==> src/rtl/imm_ld_pkg.sv <==
package imm_ld_pkg;
  localparam int NIB_W   = 4;
  localparam int NREGS   = 8;
  localparam int IDX_W   = $clog2(NREGS);
  localparam int ADDR_W  = 8;
  localparam int IMM_W   = 2 * NIB_W;
  localparam int RF_W    = NREGS * NIB_W;

  typedef enum logic [2:0] {
    CL_LDA_IMM  = 3'd0,
    CL_LDR_IMM  = 3'd1,
    CL_LDP_IMM  = 3'd2,
    CL_MOV_TO_A = 3'd3,
    CL_MOV_FR_A = 3'd4,
    CL_ST_DIR   = 3'd5,
    CL_ST_HL    = 3'd6,
    CL_NOP      = 3'd7
  } op_class_e;

  typedef enum logic [1:0] {
    GRP_NONE = 2'd0,
    GRP_ACC  = 2'd1,
    GRP_HL   = 2'd2
  } sup_grp_e;

  localparam logic [IDX_W-1:0] IDX_A = 3'd0;
  localparam logic [IDX_W-1:0] IDX_L = 3'd2;
  localparam logic [IDX_W-1:0] IDX_H = 3'd3;
  localparam logic [1:0] PAIR_EA = 2'd0;
  localparam logic [1:0] PAIR_HL = 2'd1;
endpackage

==> src/rtl/imm_ld_group_det.sv <==
module imm_ld_group_det
  import imm_ld_pkg::*;
(
  input  logic [2:0]       cls_i,
  input  logic [IDX_W-1:0] dst_i,
  output sup_grp_e         grp_o
);
  always_comb begin
    grp_o = GRP_NONE;
    unique case (op_class_e'(cls_i))
      CL_LDA_IMM: grp_o = GRP_ACC;
      CL_LDR_IMM: if (dst_i == IDX_A) grp_o = GRP_ACC;
      CL_LDP_IMM: begin
        if (dst_i[1:0] == PAIR_EA)      grp_o = GRP_ACC;
        else if (dst_i[1:0] == PAIR_HL) grp_o = GRP_HL;
      end
      default: grp_o = GRP_NONE;
    endcase
  end
endmodule

==> src/rtl/imm_ld_suppress.sv <==
module imm_ld_suppress
  import imm_ld_pkg::*;
(
  input  logic     clk,
  input  logic     rst_n,
  input  logic     valid_i,
  input  sup_grp_e grp_i,
  output logic     suppress_o
);
  sup_grp_e prev_q, prev_d;
  logic     prev_en;

  assign prev_en    = valid_i;
  assign suppress_o = valid_i && (grp_i != GRP_NONE) && (grp_i == prev_q);

  always_comb begin
    prev_d = prev_q;
    if (prev_en) prev_d = grp_i;
  end

  always_ff @(posedge clk or negedge rst_n) begin
    if (!rst_n) prev_q <= GRP_NONE;
    else        prev_q <= prev_d;
  end

  // an instruction outside any group means nothing is suppressed next cycle
  a_r10_other_clears: assert property (@(posedge clk) disable iff (!rst_n)
    (valid_i && grp_i == GRP_NONE) |=> !suppress_o);
endmodule

==> src/rtl/imm_ld_regfile.sv <==
module imm_ld_regfile
  import imm_ld_pkg::*;
(
  input  logic             clk,
  input  logic             rst_n,
  input  logic [NREGS-1:0] we_i,
  input  logic [RF_W-1:0]  wd_i,
  output logic [RF_W-1:0]  rd_o
);
  for (genvar i = 0; i < NREGS; i++) begin : g_reg
    logic [NIB_W-1:0] q, d;
    always_comb begin
      d = q;
      if (we_i[i]) d = wd_i[i*NIB_W +: NIB_W];
    end
    always_ff @(posedge clk or negedge rst_n) begin
      if (!rst_n) q <= '0;
      else        q <= d;
    end
    assign rd_o[i*NIB_W +: NIB_W] = q;
  end

  // at most one pair (two nibbles) written per instruction
  always_comb begin
    if (rst_n) a_r2_write_width: assert ($countones(we_i) <= 2);
  end
endmodule

==> src/rtl/imm_load_exec.sv <==
module imm_load_exec
  import imm_ld_pkg::*;
(
  input  logic                clk,
  input  logic                rst_n,
  input  logic                in_valid,
  input  logic [2:0]          in_class,
  input  logic [IDX_W-1:0]    in_dst,
  input  logic [IMM_W-1:0]    in_imm,
  input  logic [ADDR_W-1:0]   in_addr,
  output logic [RF_W-1:0]     regs_o,
  output logic                done_valid,
  output logic                done_exec,
  output logic                mem_we,
  output logic [ADDR_W-1:0]   mem_addr,
  output logic [NIB_W-1:0]    mem_wdata
);
  // reset: asserted asynchronously, released on the clock
  logic [1:0] rst_sync_q;
  logic       rst_n_int;
  always_ff @(posedge clk or negedge rst_n) begin
    if (!rst_n) rst_sync_q <= '0;
    else        rst_sync_q <= {rst_sync_q[0], 1'b1};
  end
  assign rst_n_int = rst_sync_q[1];

  sup_grp_e grp;
  logic     suppress, exec;

  imm_ld_group_det u_grp (
    .cls_i (in_class),
    .dst_i (in_dst),
    .grp_o (grp)
  );

  imm_ld_suppress u_sup (
    .clk        (clk),
    .rst_n      (rst_n_int),
    .valid_i    (in_valid),
    .grp_i      (grp),
    .suppress_o (suppress)
  );

  assign exec = in_valid && !suppress;

  // write decode
  logic [NREGS-1:0] we;
  logic [RF_W-1:0]  wd;
  logic [NIB_W-1:0] acc, src_nib, reg_h, reg_l;
  logic             is_store;

  assign acc     = regs_o[IDX_A*NIB_W +: NIB_W];
  assign reg_h   = regs_o[IDX_H*NIB_W +: NIB_W];
  assign reg_l   = regs_o[IDX_L*NIB_W +: NIB_W];
  assign src_nib = regs_o[in_dst*NIB_W +: NIB_W];

  always_comb begin
    we       = '0;
    wd       = '0;
    is_store = 1'b0;
    unique case (op_class_e'(in_class))
      CL_LDA_IMM: begin
        we[IDX_A] = 1'b1;
        wd        = {NREGS{in_imm[NIB_W-1:0]}};
      end
      CL_LDR_IMM: begin
        we[in_dst] = 1'b1;
        wd         = {NREGS{in_imm[NIB_W-1:0]}};
      end
      CL_LDP_IMM: begin
        // pair p: low nibble reg 2p, high nibble reg 2p+1
        we[{in_dst[1:0], 1'b0}] = 1'b1;
        we[{in_dst[1:0], 1'b1}] = 1'b1;
        wd = {(NREGS/2){in_imm}};
      end
      CL_MOV_TO_A: begin
        we[IDX_A] = 1'b1;
        wd        = {NREGS{src_nib}};
      end
      CL_MOV_FR_A: begin
        we[in_dst] = 1'b1;
        wd         = {NREGS{acc}};
      end
      CL_ST_DIR, CL_ST_HL: is_store = 1'b1;
      default: ;
    endcase
    if (!exec) we = '0;
  end

  imm_ld_regfile u_rf (
    .clk   (clk),
    .rst_n (rst_n_int),
    .we_i  (we),
    .wd_i  (wd),
    .rd_o  (regs_o)
  );

  // report and memory port
  logic              dv_d, de_d, mwe_d, mem_en;
  logic [ADDR_W-1:0] maddr_d;
  logic [NIB_W-1:0]  mdata_d;

  assign mem_en = exec && is_store;

  always_comb begin
    dv_d    = in_valid;
    de_d    = exec;
    mwe_d   = mem_en;
    maddr_d = mem_addr;
    mdata_d = mem_wdata;
    if (mem_en) begin
      maddr_d = (op_class_e'(in_class) == CL_ST_DIR) ? in_addr : {reg_h, reg_l};
      mdata_d = acc;
    end
  end

  always_ff @(posedge clk or negedge rst_n_int) begin
    if (!rst_n_int) begin
      done_valid <= 1'b0;
      done_exec  <= 1'b0;
      mem_we     <= 1'b0;
      mem_addr   <= '0;
      mem_wdata  <= '0;
    end else begin
      done_valid <= dv_d;
      done_exec  <= de_d;
      mem_we     <= mwe_d;
      mem_addr   <= maddr_d;
      mem_wdata  <= mdata_d;
    end
  end

  // a suppressed load leaves the register file and memory port untouched
  a_r6_suppressed_quiet: assert property (@(posedge clk) disable iff (!rst_n_int)
    (in_valid && suppress) |=> ($stable(regs_o) && !mem_we && !done_exec));
  // a report only follows a valid instruction
  a_r12_done_follows: assert property (@(posedge clk) disable iff (!rst_n_int)
    done_valid |-> $past(in_valid));
  // a write strobe only comes from an executed instruction
  a_r4_store_strobe: assert property (@(posedge clk) disable iff (!rst_n_int)
    mem_we |-> (done_valid && done_exec));
  // WX and YZ immediate loads are never suppressed
  a_r8_pair_free: assert property (@(posedge clk) disable iff (!rst_n_int)
    (in_valid && in_class == CL_LDP_IMM && in_dst[1]) |=> done_exec);
endmodule

==> config.mk <==
export PLATFORM = sky130hd
export DESIGN_NAME = imm_load_exec
export DESIGN_NICKNAME = d
export VERILOG_FILES = /design/src/rtl/imm_ld_pkg.sv /design/src/rtl/imm_ld_group_det.sv /design/src/rtl/imm_ld_suppress.sv /design/src/rtl/imm_ld_regfile.sv /design/src/rtl/imm_load_exec.sv
export SDC_FILE = /design/constraint.sdc
export NUM_CORES = 1
export LEC_CHECK = 0
export BUFFER_PORTS_ARGS = -buffer_cell sky130_fd_sc_hd__buf_2
export CORE_ASPECT_RATIO = 1.2
export CORE_MARGIN = 3
export CORE_UTILIZATION = 40
export CTS_CLUSTER_DIAMETER = 60
export DETAILED_ROUTE_END_ITERATION = 6
export SLEW_MARGIN = 20
export SYNTH_ARGS = -nofsm -noshare
export SYNTH_HDL_FRONTEND = slang
export SYNTH_SLANG_ARGS = --single-unit
==> constraint.sdc <==
create_clock -name clk -period 2.29 [get_ports clk]
set_input_delay 0 -clock clk [delete_from_list [all_inputs] [get_ports clk]]
set_output_delay 0 -clock clk [all_outputs]
set_load 0.05 [all_outputs]
==> results of run 1 <==
-- synthesized netlist by cell type (all sizes together), types with 2 or more instances --
cell    instances  share of area [%]
a211o           2               0.64
a211oi          7                1.9
a21oi           3               0.69
a221o           2               0.73
a22oi           8                2.2
a32oi           4                1.3
and3b           4                1.3
and4            4                1.3
buf             8                2.0
clkbuf          4               0.55
dfrtp          51                 47
inv            14                1.9
mux2           29                 12
mux2i          18                6.6
nand2          34                4.7
nand2b          3               0.69
nor2            5               0.69
nor2b           5                1.1
nor3            2               0.37
o21ai          17                3.4
o221ai          3               0.96
o22ai           5                1.1
or3             3               0.69
-- layer usage --
metal  share of wire, %  up-vias
met4                2.8        0
met1                 45     1096
met5                  0        -
met2                 48       74
li1                   -     1091
met3                4.5       18
-- stage by stage --
| step | hold WS, ns | power (mW) | instances | instance area (µm²) |
|---|---|---|---|---|
| 2_1_floorplan | -0.2956 | 2.294 | 254 | 2731 |
| 3_3_place_gp | -0.2151 | 2.641 | 402 | 3154 |
| 3_5_place_dp | -0.2120 | 2.659 | 402 | 3154 |
| 4_1_cts | 0.005543 | 3.299 | 419 | 3354 |
| 5_1_grt | 0.01016 | 3.441 | 419 | 3354 |
| 6_report | 0.01041 | 3.273 | 419 | 3354 |
-- final timing paths --
check                                start                  to  slack, ns  cells past startpoint
max                               in_valid  u_rf.g_reg[4].q[0]       0.37                      6
min                             in_addr[1]         mem_addr[1]       0.01                      3
max reg2reg                u_sup.prev_q[1]  u_rf.g_reg[2].q[3]       0.59                      4
min reg2reg                  rst_sync_q[0]       rst_sync_q[1]       0.36                      0
max in group asynchronous    rst_sync_q[1]  u_rf.g_reg[0].q[1]       1.51                      1
min in group asynchronous    rst_sync_q[1]  u_rf.g_reg[7].q[0]       0.37                      1
-- final cells by class --
class,count,area [µm²]
timing repair buffer,84,475.5
tap,85,106.4
multi-input combinational,177,1333
sequential,51,1277
clock inverter,2,37.54
inverter,14,52.55
fill,624,3172
clock buffer,6,72.57
-- flip-flops by register name, summed over array words and instances (netlist names) --
| name | count |
|---|---|
| mem_we | 1 |
| u_sup.prev_q | 2 |
| done_valid | 1 |
| mem_addr | 8 |
| mem_wdata | 4 |
| done_exec | 1 |
| u_rf.g.q | 32 |
| rst_sync_q | 2 |
-- kinds of logic (layout without fill, tap and decap cells) --
| kind of cell | count (synthesis) | after routing | share of synthesized area [%] |
|---|---|---|---|
| muxes | 48 | 48 | 19.51 |
| other | 1 | 1 | 0.1373 |
| xor gates and xnor gates | 2 | 2 | 0.6414 |
| buffers and inverters | 26 | 106 | 4.489 |
| DFF | 51 | 51 | 46.72 |
| AOI/OAI and AO/OA | 56 | 56 | 14.43 |
| and+or+nand+nor | 70 | 70 | 14.06 |
-- tightest hold or removal path: stages --
cell and delay, ns:
buf_2 0.08, mux2i_1 0.06, o21ai_0 0.14
-- power groups by stage --
stage / clock [mW] / sequential [mW] / combinational [mW]
4_1_cts: 0.644 / 1.27 / 1.38
6_report: 0.627 / 1.27 / 1.38
3_3_place_gp: 0 / 1.28 / 1.36
5_1_grt: 0.675 / 1.30 / 1.47
3_5_place_dp: 0 / 1.29 / 1.37
2_1_floorplan: 0 / 1.96 / 0.335
-- cells in the final DEF, fill, tap and decap left out, drive strengths merged, types with 2 or more instances in the layout --
| cell | count |
|---|---|
| a221o | 2 |
| nand2 | 34 |
| dfrtp | 51 |
| a211o | 2 |
| and4 | 4 |
| and3b | 4 |
| clkbuf | 6 |
| inv | 14 |
| nand2b | 3 |
| o221ai | 3 |
| a32oi | 4 |
| a21oi | 3 |
| buf | 75 |
| a22oi | 8 |
| nor2 | 5 |
| dlygate4sd3 | 9 |
| nor3 | 2 |
| o21ai | 17 |
| mux2 | 29 |
| mux2i | 18 |
| o22ai | 5 |
| or3 | 3 |
| a211oi | 7 |
| nor2b | 5 |
==> summary.md, run 1 <==
| Metric | Value |
|---|---|
| Vias per inst | 5.439 |
| Total core area | 6526 µm² |
| Leakage | 1.712 nW |
| M2 GR Usage | 30.64% |
| Ys async rst share | 100.0% |
| Final Skew | 0.008087 ns |
| Delay-heaviest family, CP | buffers and inverters |
| Max stage delay on crit path | 0.52 ns |
| Net Sw Frac | 45.34% |
| Grt met1 use | 27.04% |
| Register clock-pin slew on the reported worst setup and hold paths | 0.10 ns |
| Mean Syn Cell Area | 10.75 µm² |
| Grt ovf | 0 |
| Initial antenna violation count | 0 |
| Post-CTS Setup Bufs | 0 |
| Dominant synthesized flop cell | dfrtp_1 |
| CTS H-tree lvls | 2 |
| Final Max Tran Viols | 0 |
| CP Capture Type | flip-flop |
| Pint | 1.789 mW |
| Root Driver | clkbuf_8 |
| WL/cell | 17.59 µm |
| Sw Pwr | 1.484 mW |
| Setup TNS | 0 ns |
| Final HPWL DP | 5546 µm |
| Largest net degree at the start of global routing | 50 |
| Sequential fraction of the synthesis area | 46.72% |
| Synth Instances | 254 |
| Global route hottest layer | met2 |
| Post-route ant nets | 0 |
| Initial drt markers | 126 |
| Nets | 358 |
| Flops & latches, synth | 51 |
| Clock Path Buffers | 2 |
| EDFF count, synth | 0 |
| Yosys warns | 0 |
| Layout area overhead | 22.81% |
| # DRC | 0 |
| Slew Limit Headroom | 58.95% |
| Worst-Margin Slew | 0.6157 ns |
| # IOs | 72 |
| Hold-fix buffers at CTS | 9 |
| Clk sinks | 51 |
| Register share of total power | 38.8% |
| WP data arrival | 2.12 ns |
| Final Setup Violations | 0 |
| Worst Slack Setup Final | 0.3679 ns |
| Final WL | 7369 µm |
| RePlAce Congestion | 0.8765 |
| Util after Layout | 51.40% |
| Post-CTS Resized | 0 |
| Initial Utilization | 41.85% |
| Combinational Power Share | 42.1% |
| RSZ-0062 raised after global routing | false |
| Fmax | 520.3 MHz |
| Worst-skew pair later-pin latency | 0.31 ns |
| Final Critical Period | 1.922 ns |
| Critical setup path kind | in2reg |
| Rows | 32 |
| Global Route met3 Usage | 3.061% |
| Share of post-route cells with drive strength above 1 | 32.34% |
| Yosys cell types | 48 |
| Final worst path period share | 83.93% |
| Mapped Area | 2731 µm² |
| Status | completed |
| Vias in the first global route | 2244 |
| Hold Fails Final Rpt | 0 |
| Antenna Cells | 0 |
| Setup crit start kind | input pin |
| CP cell instances | dlygate4sd3_1 -> buf_2 -> inv_1 -> or3_1 -> o22ai_1 -> mux2_1 |
| First-pass GRT wire length | 11670 µm |
| Pre-CTS setup slack | 0.3995 ns |
| CTS tree | done |
| Cell Pwr Density | 975.8 nW/µm² |
| First-pass iteration count of the detailed router | 4 |
| Die X | 81.44 µm |
| Port Buffers | 71 |
| Req. time, crit path | 2.49 ns |
| CTS buffer count | 5 |
| Vias post-DR | 2279 |
| Clk pwr share | 19.2% |
| Min-delay worst type | in2reg |
| Crit path max-delay cell type | dlygate4sd3_1 |
| All-Layer GR Usage | 19.75% |
| Full die area | 7860 µm² |
| Peak VDD IR | 500.4 µV |
| Die span in y | 96.52 µm |
| CP bufs+invs | 3 |
| Post-synthesis net count | 279 |
| Crit path max fanout | 15 |
| Max_cap viols | 0 |
(Power assumes the default switching activity.)
==> run 2: changes to the inputs <==
Clock period 2.29 ns to 1.8 ns, I/O delays scaled along.
==> run 2 against run 1 <==
Net effect: sequential power grew 28%; register-to-register slack got worse by 0.46 ns; global-route usage is 0.27 points higher; critical path depth is 2 lower; power grew 25%; via count is 0.31% higher; first-iteration DRC count down 40%; critical endpoint is now u_rf.g_reg[2].q[3]; largest power group unchanged.
==> summary.md, run 2 (synthesis results as in run 1) <==
| Metric | Value |
|---|---|
| RSZ-0062 raised after global routing | false |
| WP data arrival | 1.87 ns (-0.25 ns) |
| Final worst path period share | 93.04% |
| Full die area | 7860 µm² (unchanged) |
| CTS buffer count | 5 (unchanged) |
| First-pass GRT wire length | 11670 µm (unchanged) |
| First-pass iteration count of the detailed router | 4 (unchanged) |
| Vias in the first global route | 2279 (+1.6%) |
| Pre-CTS setup slack | 0.06310 ns (-0.3364 ns) |
| Clock Path Buffers | 2 (unchanged) |
| Final Skew | 0.007898 ns (-0.0001890 ns) |
| Setup crit start kind | flip-flop |
| # IOs | 72 (unchanged) |
| Fmax | 597.1 MHz |
| Total core area | 6526 µm² (unchanged) |
| Peak VDD IR | 577.8 µV (+15%) |
| Max_cap viols | 0 (unchanged) |
| Share of post-route cells with drive strength above 1 | 35.73% (+3.4 points) |
| Biggest register | u_rf.g.q |
| Nets | 371 (+3.6%) |
| Critical setup path kind | reg2reg |
| Setup TNS | 0 ns (unchanged) |
| Worst Slack Setup Final | 0.1252 ns (-0.2427 ns) |
| All-Layer GR Usage | 20.02% (+0.27 points) |
| Register clock-pin slew on the reported worst setup and hold paths | 0.09 ns (about the same) |
| CTS tree | done |
| Initial Utilization | 41.85% (unchanged) |
| Vias per inst | 5.292 (-2.7%) |
| Most common cell after layout, fill and taps aside | buf_2 |
| Root Driver | clkbuf_8 |
| Die span in y | 96.52 µm (unchanged) |
| Leakage | 1.786 nW (+4.3%) |
| RePlAce Congestion | 0.9157 (+4.5%) |
| Die X | 81.44 µm (unchanged) |
| Final Setup Violations | 0 (unchanged) |
| Layout area overhead | 26.61% |
| Vias post-DR | 2286 (+0.31%) |
| Port Buffers | 71 (unchanged) |
| Clk sinks | 51 (unchanged) |
| Antenna Cells | 0 (unchanged) |
| Hold Fails Final Rpt | 0 (unchanged) |
| Highest Signal Layer | met4 |
| Largest net degree at the start of global routing | 30 (-40%) |
| Post-CTS Setup Bufs | 0 (unchanged) |
| Cell Pwr Density | 1184 nW/µm² (+21%) |
| Crit path max fanout | 4 (-11) |
| Initial drt markers | 75 (-40%) |
| Worst-skew pair later-pin latency | 0.31 ns (about the same) |
| Final WL | 7473 µm (+1.4%) |
| Met3 routed WL | 368 µm (+9.9%) |
| CTS H-tree lvls | 2 (unchanged) |
| Req. time, crit path | 1.99 ns (-0.50 ns) |
| Grt ovf | 0 (unchanged) |
| WL/cell | 17.30 µm (-1.6%) |
| Min-delay worst type | in2reg |
| Largest register FFs | 32 (unchanged) |
| Met2 WL | 3654 µm (+3.0%) |
| Status | completed |
| Initial antenna violation count | 0 (unchanged) |
| Final HPWL DP | 5901 µm (+6.4%) |
| Post-route ant nets | 0 (unchanged) |
| # DRC | 0 (unchanged) |
| WL met1 | 3287 µm (+0.21%) |
| CP Capture Type | flip-flop |
| Final Critical Period | 1.675 ns |
| Biggest regs | u_rf.g.q x32, mem_addr x8, mem_wdata x4 |
| Final Max Tran Viols | 0 (unchanged) |
| Most frequent cells in the layout | buf_2 (71), dfrtp_1 (50), nand2_1 (34), mux2i_1 (18) |
| Rows | 32 (unchanged) |
[run 2: changes by cell type in the layout (fill, tap and decap cells not counted), sizes merged]
cell         delta
buf            +15
bufinv          -1
clkinv          +1
clkinvlp        -1
dlygate4sd3     -2
inv             +1
[run 2: critical path, stage by stage, from the launching register on]
cell,delay (ns)
dfrtp_1,0.40
nor2b_1,0.17
or4_4,0.50
o21ai_2,0.13
mux2_2,0.36
[run 2: metrics by stage]
stage	hold slack, ns	std cells	total power [mW]	cell area (µm²)	util, %
after detailed placement	-0.2123	417	3.414	3292	50.44
after global routing	0.02110	432	4.321	3458	52.99
after CTS	0.002116	432	4.136	3458	52.99
after global placement	-0.2145	417	3.391	3292	50.44
after floorplan	-0.2956	254	2.918	2731	-
final	0.003249	432	4.093	3458	52.99
[run 2: area by class of cell]
class	instances	area [µm²]
repair buffers	97	593.1
flip-flops and latches	51	1277
fillers	617	3068
clock inverters	2	13.76
well taps	85	106.4
clock buffers	6	82.58
multi-input cells	177	1333
inverters	14	52.55
[run 2: path summary, 6_finish.rpt]
path | slack (ns) | startpoint | cells past startpoint | endpoint
worst max-delay path | 0.13 | u_sup.prev_q[1] | 4 | u_rf.g_reg[2].q[3]
worst min-delay path | 0.003 | in_addr[7] | 3 | mem_addr[7]
worst max register to register | 0.13 | u_sup.prev_q[1] | 4 | u_rf.g_reg[2].q[3]
worst min register to register | 0.23 | rst_sync_q[1] | 0 | mem_addr[7]
max in group asynchronous | 1.06 | rst_sync_q[1] | 1 | done_exec
min in group asynchronous | 0.23 | rst_sync_q[1] | 0 | mem_addr[7]
[run 2: report_power, final]
| group | leakage [nW] | total [mW] | switching, mW | internal (mW) |
|---|---|---|---|---|
| registers | 0.647 | 1.62 | 0.219 | 1.40 |
| clock network | 0.0516 | 0.699 | 0.384 | 0.315 |
| logic | 1.09 | 1.78 | 1.29 | 0.484 |
[run 2: layer usage]
layer | up-vias | global-route usage (%)
li1 | 1113 | -
met1 | 1101 | 25.68
met2 | 60 | 33.08
met3 | 12 | 3.896
met4 | 0 | 7.887
met5 | - | 0
[run 2: timing repair]
item                                   CTS  global route
endpoints found under the hold margin    7             0
gates resized for setup                  0             0
hold buffers                             7             0
